[src/rtl/booth_pkg.sv]
package booth_pkg;

   typedef struct packed {
      logic one;   // pick the multiplicand
      logic two;   // pick twice the multiplicand
      logic neg;   // negate the chosen multiple
   } booth_ctl_t;

   // Window bits: {upper, middle, lower}
   function automatic booth_ctl_t booth_decode(input logic [2:0] win);
      booth_ctl_t c;
      c.neg = win[2];
      c.one = win[1] ^ win[0];
      c.two = (win == 3'b011) || (win == 3'b100);
      return c;
   endfunction

endpackage

[src/rtl/booth_recoder.sv]
module booth_recoder
   import booth_pkg::*;
(
   input  logic [2:0]  win,
   output booth_ctl_t  ctl
);
   always_comb ctl = booth_decode(win);
endmodule

[src/rtl/booth_row_select.sv]
module booth_row_select
   import booth_pkg::*;
#(
   parameter int N = 8,
   localparam int MW = N + 1,
   localparam int PW = 2 * N
) (
   input  logic [N-1:0]  mcand,
   input  booth_ctl_t    ctl,
   output logic [PW-1:0] row
);
   logic [MW-1:0] mult;
   logic [MW-1:0] flipped;

   always_comb begin
      if (ctl.two)      mult = {mcand, 1'b0};
      else if (ctl.one) mult = {mcand[N-1], mcand};
      else              mult = '0;
      flipped = mult ^ {MW{ctl.neg}};
      row     = {{(PW-MW){flipped[MW-1]}}, flipped};
   end
endmodule

[src/rtl/booth_row_sum.sv]
module booth_row_sum #(
   parameter int N = 8,
   localparam int HALF = N / 2,
   localparam int PW = 2 * N
) (
   input  logic [HALF-1:0][PW-1:0] rows,
   input  logic [HALF-1:0]         negs,
   output logic [PW-1:0]           total
);
   logic [PW-1:0] acc [HALF+1];

   assign acc[0] = '0;

   for (genvar i = 0; i < HALF; i++) begin : g_acc
      logic [PW-1:0] shifted;
      logic [PW-1:0] carry_in;
      assign shifted  = rows[i] << (2 * i);
      assign carry_in = {{(PW-1){1'b0}}, negs[i]} << (2 * i);
      assign acc[i+1] = acc[i] + shifted + carry_in;
   end

   assign total = acc[HALF];
endmodule

[src/rtl/booth_mult.sv]
module booth_mult
   import booth_pkg::*;
#(
   parameter int N = 8,
   localparam int HALF = N / 2,
   localparam int PW = 2 * N
) (
   input  logic [N-1:0]  mcand_y,
   input  logic [N-1:0]  mplier_x,
   output logic [PW-1:0] product
);
   if ((N % 2) != 0 || N < 2) begin : g_bad_width
      $error("booth_mult: N must be even and at least 2");
   end

   logic [HALF-1:0][PW-1:0] rows;
   logic [HALF-1:0]         dig_one;
   logic [HALF-1:0]         dig_two;
   logic [HALF-1:0]         dig_neg;

   for (genvar i = 0; i < HALF; i++) begin : g_digit
      logic [2:0] win;
      booth_ctl_t ctl;

      if (i == 0) begin : g_low
         assign win = {mplier_x[1], mplier_x[0], 1'b0};
      end else begin : g_mid
         assign win = {mplier_x[2*i+1], mplier_x[2*i], mplier_x[2*i-1]};
      end

      booth_recoder i_rec (.win(win), .ctl(ctl));

      booth_row_select #(.N(N)) i_sel (
         .mcand(mcand_y),
         .ctl  (ctl),
         .row  (rows[i])
      );

      assign dig_one[i] = ctl.one;
      assign dig_two[i] = ctl.two;
      assign dig_neg[i] = ctl.neg;
   end

   booth_row_sum #(.N(N)) i_sum (
      .rows (rows),
      .negs (dig_neg),
      .total(product)
   );
endmodule

[config.mk]
export PLATFORM = sky130hd
export DESIGN_NAME = booth_mult
export DESIGN_NICKNAME = d
export VERILOG_FILES = /design/src/rtl/booth_pkg.sv /design/src/rtl/booth_recoder.sv /design/src/rtl/booth_row_select.sv /design/src/rtl/booth_row_sum.sv /design/src/rtl/booth_mult.sv
export SDC_FILE = /design/constraint.sdc
export NUM_CORES = 1
export LEC_CHECK = 0
export BUFFER_PORTS_ARGS = -buffer_cell sky130_fd_sc_hd__buf_2
export CELL_PAD_IN_SITES_DETAIL_PLACEMENT = 1
export CELL_PAD_IN_SITES_GLOBAL_PLACEMENT = 1
export CORE_MARGIN = 8
export CORE_UTILIZATION = 30
export DETAILED_ROUTE_END_ITERATION = 7
export GPL_ROUTABILITY_DRIVEN = 1
export PLACE_DENSITY_LB_ADDON = 0.1
export REMOVE_ABC_BUFFERS = 1
export SETUP_SLACK_MARGIN = 0.3
export SYNTH_ARGS = -nofsm -noshare
export SYNTH_HDL_FRONTEND = slang
export SYNTH_SLANG_ARGS = --single-unit
[constraint.sdc]
create_clock -name vclk -period 5.8
set_input_delay 0.58 -clock vclk [all_inputs]
set_output_delay 0.58 -clock vclk [all_outputs]
set_load 0.1 [all_outputs]
==> flow_summary.json, run 1 <==
{
  "status": "finished clean",
  "final_cell_mix": "xnor2_1 (35), a21oi_1 (28), inv_1 (28), ha_1 (26), and3_1 (23)",
  "grt_remaining_overflow": 0,
  "worstSetupPathType": "input port to output port",
  "drc": 0,
  "hp-class": "input port to output port",
  "crit_start": "mplier_x[0]",
  "seqCellArea_um2": 0,
  "tightestPinTransition_ns": 0.543,
  "dr.pass1.iters": 4,
  "place_congestion": 0.809,
  "synthTopCellsByArea": "fa_1 (19%), ha_1 (16%), xnor2_1 (14%)",
  "die_w_um": 105,
  "num_rows": 32,
  "worstPathRequired_ns": 5.22,
  "rsz0062_at_grt": "no",
  "placed_cells": 418,
  "yosysUniqueCellTypes": 45,
  "area_growth_pct": 24.1,
  "drive_above_1_share": 0.245,
  "vias": 2093,
  "grt_util_all_layers": 0.112,
  "final_common_cell": "xnor2_1",
  "drtAntennaViolNets": 0,
  "fin_tns_setup_ns": 0,
  "avgSynthCellArea_um2": 8.22,
  "grt_pass1_wl_um": 10700,
  "die_area_um2": 11000,
  "whs_endpoint": "product[0]",
  "yosys.area.top_type": "fa_1",
  "die_h_um": 105,
  "cp-end-kind": "output port",
  "hold_violations": 0,
  "nClkBuffers": 0,
  "slew_headroom": 0.635,
  "synthDominantCellAreaShare": 0.186,
  "antenna_found_initial": 0,
  "grt_util_met3": 0.00369,
  "avgViaCountPerCell": 4.97,
  "final_cell_count_no_fill": 421,
  "io_buffers": 32,
  "min_path_cells": 4,
  "routed_wl_um": 6360,
  "netlist_area_um2": 2370,
  "cp_data_arrival_time_ns": 4.70,
  "wl_per_cell_um": 15.1,
  "drv_cap": 0,
  "netlist_instances": 288,
  "yosysWarnings": 0,
  "grt_use_met1": 0.161,
  "grt_pass1_vias": 2257,
  "post-dp-hpwl_um": 5160,
  "start_util": 0.308,
  "fin_crit_ns": 5.28,
  "nFlopsAndLatches": 0,
  "setup_viol": 0,
  "slew_violations": 0,
  "finalNetCount": 390,
  "grt_start_max_net_pins": 27,
  "busiest_layer": "met2",
  "synth_seq_area_share": 0,
  "coreArea_um2": 7690,
  "io_pins": 32,
  "fillers": 933,
  "period_share": 0.910,
  "use_met2": 0.191,
  "diodes": 0,
  "timing.fmax_mhz": 189,
  "crit_fanout": 26,
  "startpoint_type": "input port",
  "drt-initial-drc-count": 23,
  "hold_start": "mplier_x[1]"
}
## cell families (layout without fill, tap and decap cells)
logic type / after synthesis / after routing / synth area share
buf+inv: 46 / 77 / 0.0798
xor+xnor: 53 / 53 / 0.199
compound gates: 57 / 57 / 0.145
mux: 7 / 7 / 0.0317
simple gates: 72 / 72 / 0.195
fa+ha+maj: 53 / 53 / 0.350
## metal layers
layer  vias up  routed length, um
met1      1018               3200
met4         0                  0
met2        19               3070
met5         -                  0
li1       1056                  -
met3         0                 92
## Yosys cell counts (5+ instances only)
cell      count
ha_1         31
clkbuf_1      8
fa_1         22
xor2_1       15
or3_1         6
nor2_1        6
nand2_1      11
o21ai_1       5
and3_1       23
inv_1        28
xnor2_1      37
o21ai_0       7
a21oi_1      30
## through the flow
step	utilization	hold slack [ns]	setup WS [ns]	area [um2]
2_1_floorplan	-	1.73	-0.551	2300
5_1_grt	0.382	1.94	0.302	2940
6_report	0.382	1.90	0.519	2940
4_1_cts	0.367	1.91	0.269	2820
3_5_place_dp	0.362	1.90	0.168	2790
3_3_place_gp	0.362	1.90	0.212	2790
## worst max-delay path, cell delays in order
cell and delay, ns:
buf_2 0.25, nand2b_1 0.29, o22ai_1 0.21, ha_2 0.24, inv_1 0.06, a221oi_2 0.27
a21oi_1 0.11, or3_1 0.39, fa_1 0.39, ha_1 0.29, ha_2 0.21, or3_4 0.40
or3_1 0.34, o221ai_2 0.18, xnor2_1 0.14, bufbuf_16 0.33
## repair_timing
action | CTS | global route
setup endpoints to repair | 4 | 6
setup buffers | 1 | 2
pin swaps | 4 | 10
resized for setup | 7 | 23
hold buffers | 0 | 0
## cell type report
class | instances | area, um2 | area share
Tap cell | 102 | 128 | 0.0434
Multi-Input combinational cell | 242 | 2280 | 0.777
Inverter | 31 | 116 | 0.0396
Timing Repair Buffer | 46 | 412 | 0.140
## worst max path at each step
stage / depth (start not counted) / slack, ns / to
5_1_grt: 20 / 0.30 / product[14]
2_1_floorplan: 17 / -0.55 / product[14]
6_report: 16 / 0.52 / product[14]
3_3_place_gp: 18 / 0.21 / product[15]
3_5_place_dp: 19 / 0.17 / product[14]
4_1_cts: 18 / 0.27 / product[14]
Power of run 1 is left out: the tool's default activity adds up to more than one toggle a clock period on the data nets, which glitch-free logic cannot reach.
==> run 2, diff against run 1 <==
==> constraint.sdc (replaced) <==
create_clock -name vclk -period 5.23
set_input_delay 0.523 -clock vclk [all_inputs]
set_output_delay 0.523 -clock vclk [all_outputs]
set_load 0.1 [all_outputs]
==> flow_summary.json, run 2 (synthesized netlist as in run 1, its figures left out) <==
{
  "antenna_found_initial": 0,
  "final_cell_count_no_fill": 460,
  "die_h_um": 105,
  "place_congestion": 0.833,
  "diodes": 0,
  "wl_per_cell_um": 15.9,
  "timing.fmax_mhz": 198,
  "final_cell_mix": "buf_4 (46), xnor2_1 (30), inv_1 (27), fa_1 (19)",
  "coreArea_um2": 7690,
  "status": "finished clean",
  "hp-class": "input port to output port",
  "grt_use_met1": 0.175,
  "fin_crit_ns": 5.04,
  "worstPathRequired_ns": 4.71,
  "slew_headroom": 0.676,
  "use_met2": 0.244,
  "io_buffers": 32,
  "post-dp-hpwl_um": 5710,
  "num_rows": 32,
  "tightestPinTransition_ns": 0.490,
  "placed_cells": 450,
  "grt_pass1_vias": 2568,
  "grt_util_all_layers": 0.133,
  "dr.pass1.iters": 4,
  "cp_data_arrival_time_ns": 4.52,
  "finalNetCount": 429,
  "nFlopsAndLatches": 0,
  "fin_util": 0.471,
  "routed_wl_um": 7330,
  "grt_util_met3": 0.00614,
  "setup_viol": 0,
  "grt_pass1_wl_um": 12600,
  "rsz0062_at_grt": "yes",
  "startpoint_type": "input port",
  "layout_setup_ws_ns": 0.190,
  "area_growth_pct": 52.7,
  "die_w_um": 105,
  "hold_ws_ns": 1.75,
  "drv_cap": 0,
  "final_common_cell": "buf_4",
  "slew_violations": 0,
  "io_pins": 32,
  "avgViaCountPerCell": 4.94,
  "worstSetupPathType": "input port to output port",
  "grt_remaining_overflow": 0,
  "seqCellArea_um2": 0,
  "preCtsSetupSlack_ns": -0.236,
  "period_share": 0.964,
  "drive_above_1_share": 0.433,
  "die_area_um2": 11000,
  "drtAntennaViolNets": 0,
  "vias": 2274,
  "drc": 0,
  "cp-end-kind": "output port",
  "nClkBuffers": 0,
  "crit_fanout": 5,
  "start_util": 0.308,
  "hold_violations": 0,
  "drt-initial-drc-count": 42,
  "fillers": 917,
  "grt_start_max_net_pins": 15,
  "busiest_layer": "met2"
}
## run 2: cell types whose count changed in the layout (fill, tap and decap cells not counted), sizes merged
cell    change
buf        +40
clkbuf      -2
bufbuf      +1
clkinv      +1
inv         -1
## run 2: routing by layer
metal | routed length [um] | share of wire | up-vias
met5 | 0 | 0 | -
met4 | 23 | 0.0031 | 0
met3 | 119 | 0.016 | 2
met2 | 3780 | 0.52 | 21
met1 | 3400 | 0.46 | 1123
li1 | - | - | 1128
## run 2: layout make-up
type,count,area (um2),area share
Multi-Input combinational cell,242,2560,0.708
Timing Repair Buffer,85,806,0.223
Tap cell,102,128,0.0353
Inverter,31,124,0.0342
## run 2: stage by stage
step / area, um2 / setup TNS (ns)
after floorplan: 2300 / -7.10
after global placement: 3070 / -0.162
after detailed placement: 3070 / -0.588
after CTS: 3490 / 0
after global routing: 3620 / 0
final: 3620 / 0
## run 2: worst paths after layout
path / start / end / slack (ns) / cells past startpoint
max: mplier_x[1] / product[14] / 0.19 / 17
min: mcand_y[0] / product[0] / 1.75 / 5
## run 2: timing repair
| action | in CTS | in global routing |
|---|---|---|
| gates resized for setup | 77 | 19 |
| setup endpoints to repair | 8 | 7 |
| setup buffers | 6 | 4 |
| hold buffers | 0 | 0 |
| pin swaps | 35 | 8 |
## run 2: worst max-delay path: stages
cell and delay, ns:
buf_8 0.09, inv_4 0.04, ha_4 0.15, mux2_4 0.29, buf_6 0.15, o21ai_4 0.20
xnor2_4 0.13, fa_1 0.54, inv_1 0.05, fa_1 0.45, ha_1 0.32, ha_2 0.21
or3_4 0.38, or3_4 0.34, o221ai_2 0.18, xnor2_1 0.14, bufbuf_16 0.33
Power of run 2 is left out for the same reason.
==> run 3, diff against run 2 <==
--- a/config.mk
+++ b/config.mk
@@ -5,6 +5,7 @@
 export SDC_FILE = /design/constraint.sdc
 export NUM_CORES = 1
 export LEC_CHECK = 0
+export ABC_AREA = 1
 export BUFFER_PORTS_ARGS = -buffer_cell sky130_fd_sc_hd__buf_2
 export CELL_PAD_IN_SITES_DETAIL_PLACEMENT = 1
 export CELL_PAD_IN_SITES_GLOBAL_PLACEMENT = 1
==> flow_summary.json, run 3 <==
{
  "slew_violations": 0,
  "fin_crit_ns": 4.79,
  "slew_headroom": 0.658,
  "netlist_area_um2": 2210,
  "cts_hold_buf": 0,
  "design_area_um2": 3070,
  "diodes": 0,
  "drtAntennaViolNets": 0,
  "dr.pass1.iters": 4,
  "grt_util_all_layers": 0.117,
  "antenna_found_initial": 0,
  "period_share": 0.916,
  "avgViaCountPerCell": 4.68,
  "final_common_cell": "inv_1",
  "die_area_um2": 10400,
  "io_buffers": 32,
  "crit_path_frequent_cell": "fa_1",
  "cp_data_arrival_time_ns": 4.27,
  "hold_start": "mcand_y[0]",
  "grt_pass1_wl_um": 10100,
  "area_growth_pct": 39.1,
  "final_cell_mix": "inv_1 (44), nand2_1 (41), xor2_1 (31), fa_1 (21), buf_2 (19)",
  "drt-initial-drc-count": 26,
  "crit_start": "mplier_x[4]",
  "num_rows": 31,
  "worstSetupPathType": "input port to output port",
  "die_h_um": 102,
  "synth_seq_area_share": 0,
  "dpl-instance-area_um2": 2670,
  "setup_viol": 0,
  "die_w_um": 102,
  "crit_fanout": 7,
  "crit_buf_inv": 9,
  "place_congestion": 0.874,
  "tightestPinTransition_ns": 0.507,
  "yosysUniqueCellTypes": 26,
  "wl_per_cell_um": 14.2,
  "status": "finished clean",
  "nFlopsAndLatches": 0,
  "synthDominantCellAreaShare": 0.200,
  "worstPathRequired_ns": 4.71,
  "start_util": 0.308,
  "slowest_stage": "fa_1",
  "cp-end-kind": "output port",
  "startpoint_type": "input port",
  "vias": 2068,
  "io_pins": 32,
  "critical-path-top-delay-family": "adder cells",
  "nClkBuffers": 0,
  "cpPeakStageDelay_ns": 0.57,
  "avgSynthCellArea_um2": 7.38,
  "yosys.cell_count.top_type": "inv_1",
  "crit_chain": "buf_2 -> inv_2 -> ha_4 -> inv_1 -> nor2_4 -> inv_4 -> o22ai_2 -> xor2_1 -> fa_1 -> inv_2 -> fa_1 -> fa_1 -> inv_1 -> ha_2 -> nand2_2 -> o21ai_2 -> buf_4 -> buf_4 -> xor2_2 -> clkbuf_16",
  "drive_above_1_share": 0.367,
  "coreArea_um2": 7180,
  "fillers": 865,
  "synthTopCellsByArea": "fa_1 (20%), ha_1 (18%), xor2_1 (14%)",
  "drc": 0,
  "rsz0062_at_grt": "yes",
  "seqCellArea_um2": 0,
  "grt_start_max_net_pins": 14,
  "multi_input_area_um2": 2240,
  "drv_cap": 0,
  "hold_violations": 0,
  "netlist_instances": 299,
  "grt_remaining_overflow": 0,
  "finalNetCount": 414,
  "timing.fmax_mhz": 209,
  "grt_pass1_vias": 2145,
  "yosys.area.top_type": "fa_1",
  "yosysWarnings": 0,
  "hp-class": "input port to output port",
  "routed_wl_um": 6260,
  "synth_commonest_cells": "inv_1 (55), nand2_1 (47), xor2_1 (36)",
  "post-dp-hpwl_um": 5420
}
## run 3: cell count changes in the layout (fill, tap and decap cells not counted), moves of 13 or more
cell,previous run,this run
inv_1,27,44
xnor2_1,30,9
nand2_1,11,41
and3_1,18,0
a21oi_1,17,3
xor2_1,13,31
o22ai_1,1,14
buf_4,46,14
nand3_1,1,17
## run 3: cell type report
cell class | instances | share of cell area
inverter | 59 | 0.0779
multi-input combinational | 236 | 0.731
tap | 99 | 0.0404
timing repair buffer | 48 | 0.150
## run 3: kinds of logic after synthesis
logic type,after synthesis,share of synthesized area
XOR/XNOR,45,0.179
adder cells (fa/ha/maj),53,0.375
buffers and inverters,63,0.118
AO/OA/AOI/OAI,48,0.133
AND/OR/NAND/NOR,90,0.195
## run 3: worst paths after layout
path,endpoint,cells after the start
worst max-delay path,product[8],20
worst min-delay path,product[0],5
## run 3: per-stage QoR
stage | util | setup slack (ns) | TNS (ns) | hold slack, ns | instances
after floorplan | - | -0.579 | -3.17 | 1.62 | 295
after global placement | 0.372 | 0.162 | 0 | 1.72 | 434
after detailed placement | 0.372 | 0.00392 | 0 | 1.73 | 434
after CTS | 0.381 | 0.269 | 0 | 1.73 | 436
after global routing | 0.428 | 0.255 | 0 | 1.75 | 442
final | 0.428 | 0.440 | 0 | 1.72 | 442
## run 3: what timing repair did
item	in CTS	in global routing
setup buffers	2	6
resized for setup	19	62
pin swaps	10	27
endpoints found under the setup margin	8	8
## run 3: per-layer routing
layer	part of all wire	GRT usage	vias to the layer above
li1	-	-	1049
met1	0.49	0.163	999
met2	0.49	0.206	20
met3	0.020	0.00412	0
met4	0	0	0
met5	0	0	-
Power of run 3 is left out for the same reason.
